--- src/rtl/reg_bridge.sv ---
module reg_bridge #(
  parameter bit SPARSE     = 1'b0,
  parameter int UA_W       = 16,
  parameter int NA_W       = 6,
  parameter int NUM_REGS   = 16,
  parameter int ATOM_BASE  = 8,
  parameter int ATOM_BYTES = 4
) (
  input  logic                    clk,
  input  logic                    rst_n,
  input  logic                    up_req,
  input  logic                    up_we,
  input  logic [UA_W-1:0]         up_addr,
  input  logic [3:0]              up_sel,
  input  logic [31:0]             up_wdata,
  output logic                    up_ack,
  output logic [31:0]             up_rdata,
  output logic                    nr_rd,
  output logic                    nr_wr,
  output logic [NA_W-1:0]         nr_addr,
  output logic [7:0]              nr_wdata,
  input  logic [7:0]              nr_rdata,
  input  logic [ATOM_BYTES*8-1:0] at_rdata,
  output logic                    at_we,
  output logic [ATOM_BYTES*8-1:0] at_wdata
);

  localparam int LAST = SPARSE ? 0 : 3;
  localparam int AW   = ATOM_BYTES * 8;
  localparam int IX_W = $clog2(ATOM_BYTES);
  localparam logic [UA_W-1:0] WIN_LO  = UA_W'(ATOM_BASE);
  localparam logic [UA_W-1:0] WIN_HI  = UA_W'(ATOM_BASE + ATOM_BYTES);
  localparam logic [UA_W-1:0] REG_TOP = UA_W'(NUM_REGS);
  localparam logic [IX_W-1:0] TOP     = IX_W'(ATOM_BYTES - 1);

  logic [2:0]      step;
  logic [1:0]      lane;
  logic [UA_W-1:0] naddr;
  logic            issuing, lane_on, act, in_win, on_bus, in_seq, commit;
  logic [IX_W-1:0] widx;
  logic [7:0]      wbyte, win_byte;

  logic [31:0]     rbuf;
  logic            cap_v, cap_nr;
  logic [1:0]      cap_lane;
  logic [7:0]      cap_byte;

  logic            seq_ok, seq_wr;
  logic [IX_W-1:0] seq_nx;
  logic [AW-1:0]   rsh, wsh, at_wd_q;
  logic            at_we_q;
  logic            unused_bits;

  assign lane    = step[1:0];
  assign naddr   = SPARSE ? (up_addr >> 2) : {up_addr[UA_W-1:2], lane};
  assign issuing = up_req && !up_ack && (step <= 3'(LAST));
  assign lane_on = SPARSE ? 1'b1 : up_sel[lane];
  assign act     = issuing && lane_on;
  assign in_win  = (naddr >= WIN_LO) && (naddr < WIN_HI);
  assign on_bus  = (naddr < REG_TOP) && !in_win;
  assign widx    = IX_W'(naddr - WIN_LO);
  assign wbyte   = SPARSE ? up_wdata[7:0] : up_wdata[8*lane +: 8];

  assign in_seq  = seq_ok && (seq_nx == widx) && (seq_wr == up_we) && (widx != '0);
  assign commit  = act && in_win && up_we && (widx == TOP) && in_seq;

  always_comb begin
    if (widx == '0)  win_byte = at_rdata[7:0];
    else if (in_seq) win_byte = rsh[8*widx +: 8];
    else             win_byte = at_rdata[8*widx +: 8];
  end

  assign nr_rd    = act && on_bus && !up_we;
  assign nr_wr    = act && on_bus && up_we;
  assign nr_addr  = naddr[NA_W-1:0];
  assign nr_wdata = wbyte;
  assign up_rdata = rbuf;
  assign at_we    = at_we_q;
  assign at_wdata = at_wd_q;
  assign unused_bits = ^{up_addr[1:0], up_sel, wsh[AW-1:AW-8], rsh[7:0]};

  always_ff @(posedge clk) begin
    if (!rst_n) begin
      step   <= '0;
      up_ack <= 1'b0;
    end else if (up_ack) begin
      up_ack <= 1'b0;
      step   <= '0;
    end else if (up_req) begin
      if (step == 3'(LAST + 1)) up_ack <= 1'b1;
      else                      step   <= step + 3'd1;
    end
  end

  always_ff @(posedge clk) begin
    if (!rst_n) begin
      rbuf     <= '0;
      cap_v    <= 1'b0;
      cap_nr   <= 1'b0;
      cap_lane <= '0;
      cap_byte <= '0;
    end else begin
      cap_v    <= act;
      cap_nr   <= nr_rd;
      cap_lane <= lane;
      cap_byte <= (act && in_win && !up_we) ? win_byte : 8'h00;
      if (issuing && step == '0) rbuf <= '0;
      if (cap_v) rbuf[8*cap_lane +: 8] <= cap_nr ? nr_rdata : cap_byte;
    end
  end

  always_ff @(posedge clk) begin
    if (!rst_n) begin
      seq_ok  <= 1'b0;
      seq_wr  <= 1'b0;
      seq_nx  <= '0;
      rsh     <= '0;
      wsh     <= '0;
      at_we_q <= 1'b0;
      at_wd_q <= '0;
    end else begin
      at_we_q <= commit;
      if (commit) at_wd_q <= {wbyte, wsh[AW-9:0]};
      if (act) begin
        if (in_win && widx == '0) begin
          seq_ok <= 1'b1;
          seq_nx <= IX_W'(1);
          seq_wr <= up_we;
          if (!up_we) rsh <= at_rdata;
        end else if (in_win && in_seq && widx != TOP) begin
          seq_nx <= widx + 1'b1;
        end else begin
          seq_ok <= 1'b0;
        end
        if (in_win && up_we && widx != TOP) wsh[8*widx +: 8] <= wbyte;
      end
    end
  end

endmodule

--- config.mk ---
export PLATFORM = sky130hd
export DESIGN_NAME = reg_bridge
export DESIGN_NICKNAME = d
export VERILOG_FILES = /design/src/rtl/reg_bridge.sv
export SDC_FILE = /design/constraint.sdc
export NUM_CORES = 1
export LEC_CHECK = 0
export ABC_AREA = 1
export BUFFER_PORTS_ARGS = -buffer_cell sky130_fd_sc_hd__buf_2
export CAP_MARGIN = 5
export CORE_AREA = 5 5 120 122
export CTS_CLUSTER_DIAMETER = 60
export DETAILED_ROUTE_END_ITERATION = 10
export DIE_AREA = 0 0 125 127
export GPL_ROUTABILITY_DRIVEN = 0
export MAX_ROUTING_LAYER = met4
export PLACE_DENSITY = 0.79
export SLEW_MARGIN = 10
export SYNTH_ARGS = -nofsm -noshare
export SYNTH_HDL_FRONTEND = slang
export SYNTH_SLANG_ARGS = --single-unit
--- constraint.sdc ---
create_clock -name clk -period 3.1 [get_ports clk]
set_input_delay 0.155 -clock clk [delete_from_list [all_inputs] [get_ports clk]]
set_output_delay 0.155 -clock clk [all_outputs]
set_load 0.02 [all_outputs]
==> impl_metrics.tcl, run 1 <==
set metrics [dict create \
    row_count 42 \
    clk-insertion-delay-late_ns 0.42 \
    drc 0 \
    ant_nets 0 \
    grt_max_degree 73 \
    boundaryPins 178 \
    synth_edf_count 0 \
    layout-drive-gt1-share_pct 19.1 \
    rsz0062_at_grt "no" \
    cap_violations 0 \
    wirelength_mm 19.0 \
    synth_area_sq_um 6800 \
    post-place-ws_ns 0.710 \
    grt_use_met3_pct 5.43 \
    synth_top_area_cell "dfxtp_1" \
    critPathMaxFanout 65 \
    netlist_instances 1062 \
    cts.sinks 141 \
    vias 7198 \
    grt_pass1_wl_mm 30.7 \
    synth_ff_type "dfxtp_1" \
    synth_cell_types 24 \
    area_growth_pct 24.7 \
    port_buffers 175 \
    ctsHtreeMaxLevel 4 \
    maxSlewHeadroom_pct 40.0 \
    tightestPinTransition_ns 0.894 \
    setup_tns_ns 0 \
    die-area_sq_um 15900 \
    fp.dieW_um 125 \
    tritoncts "done" \
    wl_per_cell_um 13.4 \
    antenna_found_initial 0 \
    finalWorstPathRequiredPeriod_ns 2.44 \
    grt_util_met1_pct 30.1 \
    worstSetupEndpointType "register" \
    ff2ff_path_depth 13 \
    grtUsageTotal_pct 23.9 \
    finalWorstSetupSlack_ns 0.664 \
    yosysSeqAreaShare_pct 41.5 \
    power_uw 4210 \
    reg2reg_to "at_wdata[8]" \
    grt_busiest_layer "met2" \
    utilization_pct 64.8 \
    regArea_sq_um 2820 \
    yosys_warnings 0 \
    synth_top_cell_area_share_pct 41.5 \
    p_per_area_nw_per_um2 496 \
    firstDrtPassIters 5 \
    clock_skew_ns 0.00883 \
    ys_async_sr_fraction_pct 0 \
    synth_nets 1168 \
    fill_cells 1215 \
    startpoint_type "register" \
    max_freq_ghz 0.410 \
    grt_util_met2_pct 37.9 \
    cts-root-buf "clkbuf_16" \
    ys_top_cells_by_area "dfxtp_1 42%, nand2_1 18%, nand3_1 11%, nor2_1 9.7%, a21oi_1 5.4%" \
    synth_area_per_cell_sq_um 6.40 \
    status "complete, no violations" \
    crit_type "reg -> reg" \
    post_cts_buffers 0 \
    fin_crit_sh_pct 78.6 \
    num_antenna_cells 0 \
    grt_pass1_vias 6369 \
    finalSetupViolations 0 \
    r2r-start "step[0]" \
    hold_class "in -> reg" \
    ir_worst_vdd_mv 0.405 \
    min_from "at_rdata[5]" \
    clk_pin_slew_ns 0.06 \
    dp_hpwl_mm 12.9 \
    cts.path.max_buffers 2 \
    multi_input_area_sq_um 3370 \
    min_to "rsh[5]" \
    fin_nets 1337 \
    coreArea_sq_um 13100 \
    crit_arrival_ns 2.75 \
    drt_iter0_markers 654 \
    crit_required_ns 3.42 \
    whs_path_depth 3 \
    hold_viol 0 \
    synthTopCellsByCount "320 x nand2_1, 175 x nor2_1, 155 x nand3_1, 141 x dfxtp_1, 76 x inv_1" \
    grt_overflow 0 \
    start_util_pct 51.9 \
    slew_viol_final 0 \
    r2r_setup_slack_ns 0.66 \
    die_height_um 127 \
    post-synth-top-count-cell "nand2_1" \
    cts_buffers 17 \
    synth-seq-cells 141 \
    viasPerCell 5.07 \
    p_leak_uw 0.00414 \
]
==> per-stage QoR <==
stage,std cells,hold WS [ns],instance area (sq um)
floorplan,1062,0.298,6800
CTS,1420,0.000742,8480
detailed placement,1367,0.423,7730
finish,1420,0.00880,8480
global placement,1367,0.418,7730
global route,1420,0.00403,8480
==> report_power, final <==
part	internal (uW)	switching [uW]	leakage [uW]
Clock	1050	802	0.000258
Combinational	176	354	0.00275
Sequential	1820	7.83	0.00114
==> worst max-delay path by stage <==
stage                  from            to  slack [ns]  cells after the start
finish              step[0]   at_wdata[8]        0.66                     13
detailed placement  step[0]  at_wdata[11]        0.71                     13
global route        step[0]  at_wdata[29]        0.44                     13
global placement    step[0]  at_wdata[12]        0.73                     13
floorplan           step[0]  at_wdata[24]        0.66                     15
CTS                 step[0]         nr_rd        0.68                     10
==> logic make-up after synthesis <==
kind of cell / share of synthesized area (%)
flip-flops: 41.5
AND/OR/NAND/NOR: 40.4
AO/OA/AOI/OAI: 7.42
adder cells (fa/ha/maj): 1.84
buffers and inverters: 8.84
==> sequential cells by signal, summed over array words and instances (netlist names) <==
signal,flops
at_wdata,32
at_we,1
cap_byte,8
cap_lane,2
cap_nr,1
cap_v,1
rsh,32
seq_nx,2
seq_ok,1
seq_wr,1
step,3
up_ack,1
up_rdata,32
wsh,24
==> layer usage <==
metal,vias up,wire (um),share of wire (%)
met2,262,9120,48
met4,0,456,2.4
met3,43,1360,7.2
met1,3212,8110,43
met5,-,0,0
li1,3681,-,-
==> layout by cell type (no fill, tap or decap), drive strengths merged, types with 20 or more instances in the layout <==
master and n:
nand2 323, nand3 156, nor2 179, dlygate4sd3 21
dfxtp 141, o21ai 26, clkbuf 20, inv 81
a21oi 74, buf 192
==> worst max-delay path, cell delays in order (launching register included) <==
cell and delay, ns:
dfxtp_1 0.33, buf_4 0.17, inv_2 0.28, buf_4 0.33, nand2_1 0.08, nand2_1 0.09, nor2_2 0.05, nand2_2 0.07
nor2_1 0.04, nand4_1 0.09, buf_4 0.50, nand2_1 0.12, nand2_1 0.09, nor2_1 0.04
==> layout make-up <==
class	count	area share, %
multi-input combinational	776	39.8
sequential	141	33.3
clock inverter	12	1.09
inverter	82	3.63
timing repair buffer	213	14.3
clock buffer	20	5.27
tap	176	2.60
==> what timing repair did <==
action / 4_1_cts / 5_1_grt
hold buffers: 21 / 0
endpoints found under the hold margin: 21 / 0
resized for setup: 0 / 0
No activity file was read; power rests on OpenSTA's default activity.
==> inputs of run 2 (changes only) <==
- clock period: 3.1 -> 2.4 ns (I/O delays scaled with it)
==> impl_metrics.tcl, run 2 (synthesis gave the netlist of run 1 again) <==
set metrics [dict create \
    status "complete, no violations" \
    grt_overflow 0 \
    ir_worst_vdd_mv 0.411 \
    grt_pass1_wl_mm 32.4 \
    clk-insertion-delay-late_ns 0.42 \
    finalSetupViolations 0 \
    p_sw_uw 1420 \
    fill_cells 1186 \
    firstDrtPassIters 5 \
    grt_pass1_vias 6873 \
    max_freq_ghz 0.456 \
    whs_ns 0.0813 \
    post_cts_buffers 0 \
    dp.cells 1373 \
    start_util_pct 51.9 \
    reg2reg_to "rsh[29]" \
    crit_type "reg -> out" \
    hold_buffers 33 \
    crit_arrival_ns 2.07 \
    p_int_uw 4120 \
    wirelength_mm 19.5 \
    clk_pin_slew_ns 0.06 \
    fin_crit_sh_pct 91.4 \
    r2r_setup_slack_ns 0.31 \
    maxSlewHeadroom_pct 65.6 \
    boundaryPins 178 \
    power.share.clock_pct 44.5 \
    wl_per_cell_um 13.5 \
    ant_nets 0 \
    ctsHtreeMaxLevel 4 \
    worstSetupEndpointType "output pin" \
    switching_share_pct 25.6 \
    die-area_sq_um 15900 \
    tritoncts "done" \
    layout.cells.non_filler 1437 \
    vias 7338 \
    row_count 42 \
    hold_class "in -> reg" \
    port_buffers 175 \
    fp.dieW_um 125 \
    drc 0 \
    cts.path.max_buffers 2 \
    grtUsageTotal_pct 25.1 \
    layout_common_cells "320 x nand2_1, 175 x nor2_1, 175 x buf_2" \
    grt_max_degree 66 \
    cap_violations 0 \
    post-place-ws_ns 0.399 \
    mostFrequentLayoutCell "nand2_1" \
    cts_buffers 17 \
    rsz0062_at_grt "no" \
    startpoint_type "register" \
    antenna_found_initial 0 \
    tightestPinTransition_ns 0.515 \
    slew_viol_final 0 \
    combPwrFrac_pct 12.9 \
    area_growth_pct 27.8 \
    cts_resized 0 \
    p_leak_uw 0.00424 \
    coreArea_sq_um 13100 \
    finalWorstSetupSlack_ns 0.206 \
    critPathLaunch "step[0]" \
    hold_viol 0 \
    viasPerCell 5.11 \
    p_per_area_nw_per_um2 638 \
    ff2ff_path_depth 10 \
    cts.sinks 141 \
    setup_tns_ns 0 \
    r2r-start "step[0]" \
    layout-drive-gt1-share_pct 19.1 \
    cts-root-buf "clkbuf_16" \
    finalWorstPathRequiredPeriod_ns 2.19 \
    critPathCapture "nr_rd" \
    pwr-share-seq_pct 42.6 \
    drt_iter0_markers 667 \
    critPathMaxFanout 19 \
    clock_skew_ns 0.00781 \
    num_antenna_cells 0 \
    fin_nets 1355 \
    crit_required_ns 2.28 \
    die_height_um 127 \
    dp_hpwl_mm 13.1 \
]
[run 2: cell types whose count changed in the layout (fill, tap and decap cells not counted)]
cell,change
buf_12,+2
buf_4,+4
bufinv_16,+1
clkbuf_1,+2
clkbuf_8,+3
clkinv_4,-5
clkinvlp_4,-1
dfxtp_1,-1
dfxtp_2,+1
dlygate4sd3_1,+12
inv_8,-1
[run 2: layer usage]
metal  GRT usage [%]  up-vias  part of all wire (%)
met2            40.8      279                    49
met4            9.69        0                   2.3
met1            31.0     3298                    42
met3            5.05       40                   6.5
met5               -        -                     0
li1                -     3721                     -
[run 2: area by class of cell]
class                   count  area, sq um  area share [%]
clock buffers              25          495            5.71
clock inverters             6         60.1           0.692
inverters                  82          308            3.54
multi-input cells         776         3370            38.8
flip-flops and latches    141         2820            32.5
well taps                 176          220            2.54
repair buffers            231         1400            16.2
[run 2: worst min-delay path by stage]
stage	startpoint	to	slack, ns	depth (start not counted)
6_report	up_we	seq_wr	0.08	3
5_1_grt	up_we	seq_wr	0.15	3
4_1_cts	up_we	seq_wr	0.06	3
3_5_place_dp	at_rdata[8]	rsh[8]	0.39	3
3_3_place_gp	at_rdata[28]	rsh[28]	0.38	3
2_1_floorplan	at_rdata[14]	rsh[14]	0.26	2
[run 2: worst max-delay path, cell delays in order (launching register included)]
cell     delay, ns
dfxtp_2       0.37
buf_4         0.24
o21ai_0       0.11
o21ai_1       0.21
nand2_1       0.15
nor2_1        0.20
inv_1         0.10
nor2_1        0.10
buf_2         0.18
[run 2: metrics by stage]
stage / utilization [%] / area [sq um] / power, uW
final: 66.4 / 8680 / 5540
after global routing: 66.4 / 8680 / 5730
after global placement: 59.6 / 7800 / 3060
after CTS: 66.4 / 8680 / 5560
after floorplan: - / 6800 / 2830
after detailed placement: 59.6 / 7800 / 3070
[run 2: power groups by stage]
stage / Sequential, uW / Clock, uW / Combinational [uW]
2_1_floorplan: 2410 / 0 / 419
4_1_cts: 2360 / 2500 / 703
5_1_grt: 2360 / 2580 / 783
3_5_place_dp: 2410 / 0 / 657
6_report: 2360 / 2460 / 714
3_3_place_gp: 2410 / 0 / 654
==> inputs of run 3 (changes only) <==
- CORE_AREA: 5 5 120 122 -> 5 5 92 158
- CTS_BUF_LIST: unset -> sky130_fd_sc_hd__clkbuf_4 sky130_fd_sc_hd__clkbuf_8
- DIE_AREA: 0 0 125 127 -> 0 0 97 163
==> impl_metrics.tcl, run 3 (synthesis gave the netlist of run 1 again) <==
set metrics [dict create \
    status "complete, no violations" \
    cts_resized 0 \
    finalSetupViolations 0 \
    coreArea_sq_um 13200 \
    reg2reg_to "rsh[21]" \
    fin_nets 1355 \
    hold_viol 0 \
    grt_overflow 0 \
    crit_arrival_ns 2.08 \
    tightestPinTransition_ns 0.509 \
    viasPerCell 5.09 \
    drt_iter0_markers 364 \
    ff2ff_path_depth 11 \
    port_buffers 175 \
    rsz0062_at_grt "no" \
    clock_skew_ns 0.0143 \
    boundaryPins 178 \
    grtUsageTotal_pct 25.2 \
    cts-root-buf "clkbuf_8" \
    row_count 56 \
    p_per_area_nw_per_um2 579 \
    area_growth_pct 25.9 \
    fin_crit_sh_pct 91.8 \
    antenna_found_initial 0 \
    worstSetupEndpointType "output pin" \
    clk_pin_slew_ns 0.08 \
    fill_cells 1235 \
    layout_common_cells "320 x nand2_1, 175 x nor2_1, 175 x buf_2" \
    critPathMaxFanout 4 \
    wirelength_mm 19.6 \
    clk-insertion-delay-late_ns 0.44 \
    grt_max_degree 66 \
    num_antenna_cells 0 \
    layout-drive-gt1-share_pct 19.3 \
    r2r_setup_slack_ns 0.34 \
    grt_pass1_wl_mm 31.8 \
    firstDrtPassIters 7 \
    ant_nets 0 \
    cts.sinks 141 \
    wl_per_cell_um 13.7 \
    crit_required_ns 2.28 \
    die-area_sq_um 15800 \
    maxSlewHeadroom_pct 66.0 \
    min_from "up_we" \
    post-place-ws_ns 0.424 \
    finalWorstSetupSlack_ns 0.197 \
    die_height_um 163 \
    whs_path_depth 3 \
    slew_viol_final 0 \
    mostFrequentLayoutCell "nand2_1" \
    max_freq_ghz 0.454 \
    hold_class "in -> reg" \
    ir_worst_vdd_mv 0.423 \
    fp.dieW_um 97 \
    r2r-start "step[1]" \
    p_leak_uw 0.00418 \
    tritoncts "done" \
    cts_buffers 17 \
    startpoint_type "register" \
    drc 0 \
    dp_hpwl_mm 13.8 \
    grt_pass1_vias 6729 \
    ctsHtreeMaxLevel 4 \
    start_util_pct 51.3 \
    critPathLaunch "step[1]" \
    cts.path.max_buffers 2 \
    crit_type "reg -> out" \
    setup_tns_ns 0 \
    finalWorstPathRequiredPeriod_ns 2.20 \
    vias 7309 \
    cap_violations 0 \
    min_to "seq_wr" \
]
run 3: through the flow:
step,instances,utilization (%),hold slack (ns),power [uW],instance area [sq um]
6_report,1435,64.6,0.0780,4950,8550
5_1_grt,1435,64.6,0.123,5170,8550
4_1_cts,1435,64.6,0.0486,4990,8550
3_5_place_dp,1370,59.1,0.387,3080,7830
3_3_place_gp,1370,59.1,0.382,3080,7830
2_1_floorplan,1062,-,0.263,2830,6800
run 3: report_power, final:
group          internal (uW)  switching [uW]  leakage (uW)
Clock                    949             927      0.000188
Sequential              2350            8.60       0.00114
Combinational            256             467       0.00285
run 3: final cells by class:
| type | count | area, sq um | share of cell area [%] |
|---|---|---|---|
| clock buffers | 18 | 248 | 2.90 |
| clock inverters | 13 | 140 | 1.64 |
| inverters | 82 | 308 | 3.60 |
| multi-input cells | 776 | 3370 | 39.4 |
| flip-flops and latches | 141 | 2820 | 33.0 |
| well taps | 174 | 218 | 2.54 |
| repair buffers | 231 | 1440 | 16.9 |
run 3: metal layers:
metal	global-route usage, %	up-vias	share of wire, %
met1	27.4	3251	38
li1	-	3722	-
met3	4.50	61	5.9
met2	44.1	275	53
met4	12.3	0	3.7
met5	-	-	0
run 3: how the worst max path moves through the flow:
stage,cells after the start,endpoint,slack [ns]
final,9,nr_rd,0.20
after global routing,9,nr_rd,0.02
after detailed placement,10,at_wdata[6],0.42
after floorplan,15,at_wdata[24],0.02
after global placement,10,at_wdata[21],0.45
after CTS,9,nr_rd,0.17
run 3: worst max-delay path, cell delays in order, from the launching register on:
cell and delay [ns]:
dfxtp_1 0.41, ha_1 0.21, ha_1 0.14, inv_1 0.04, a21oi_2 0.18, nand2_1 0.15, nor2_1 0.18, inv_1 0.08
nor2_1 0.08, buf_2 0.17
run 3: timing repair:
item | CTS | global route
hold buffers | 34 | 0
hold endpoints to repair | 34 | 0
buffers inserted | 0 | 0
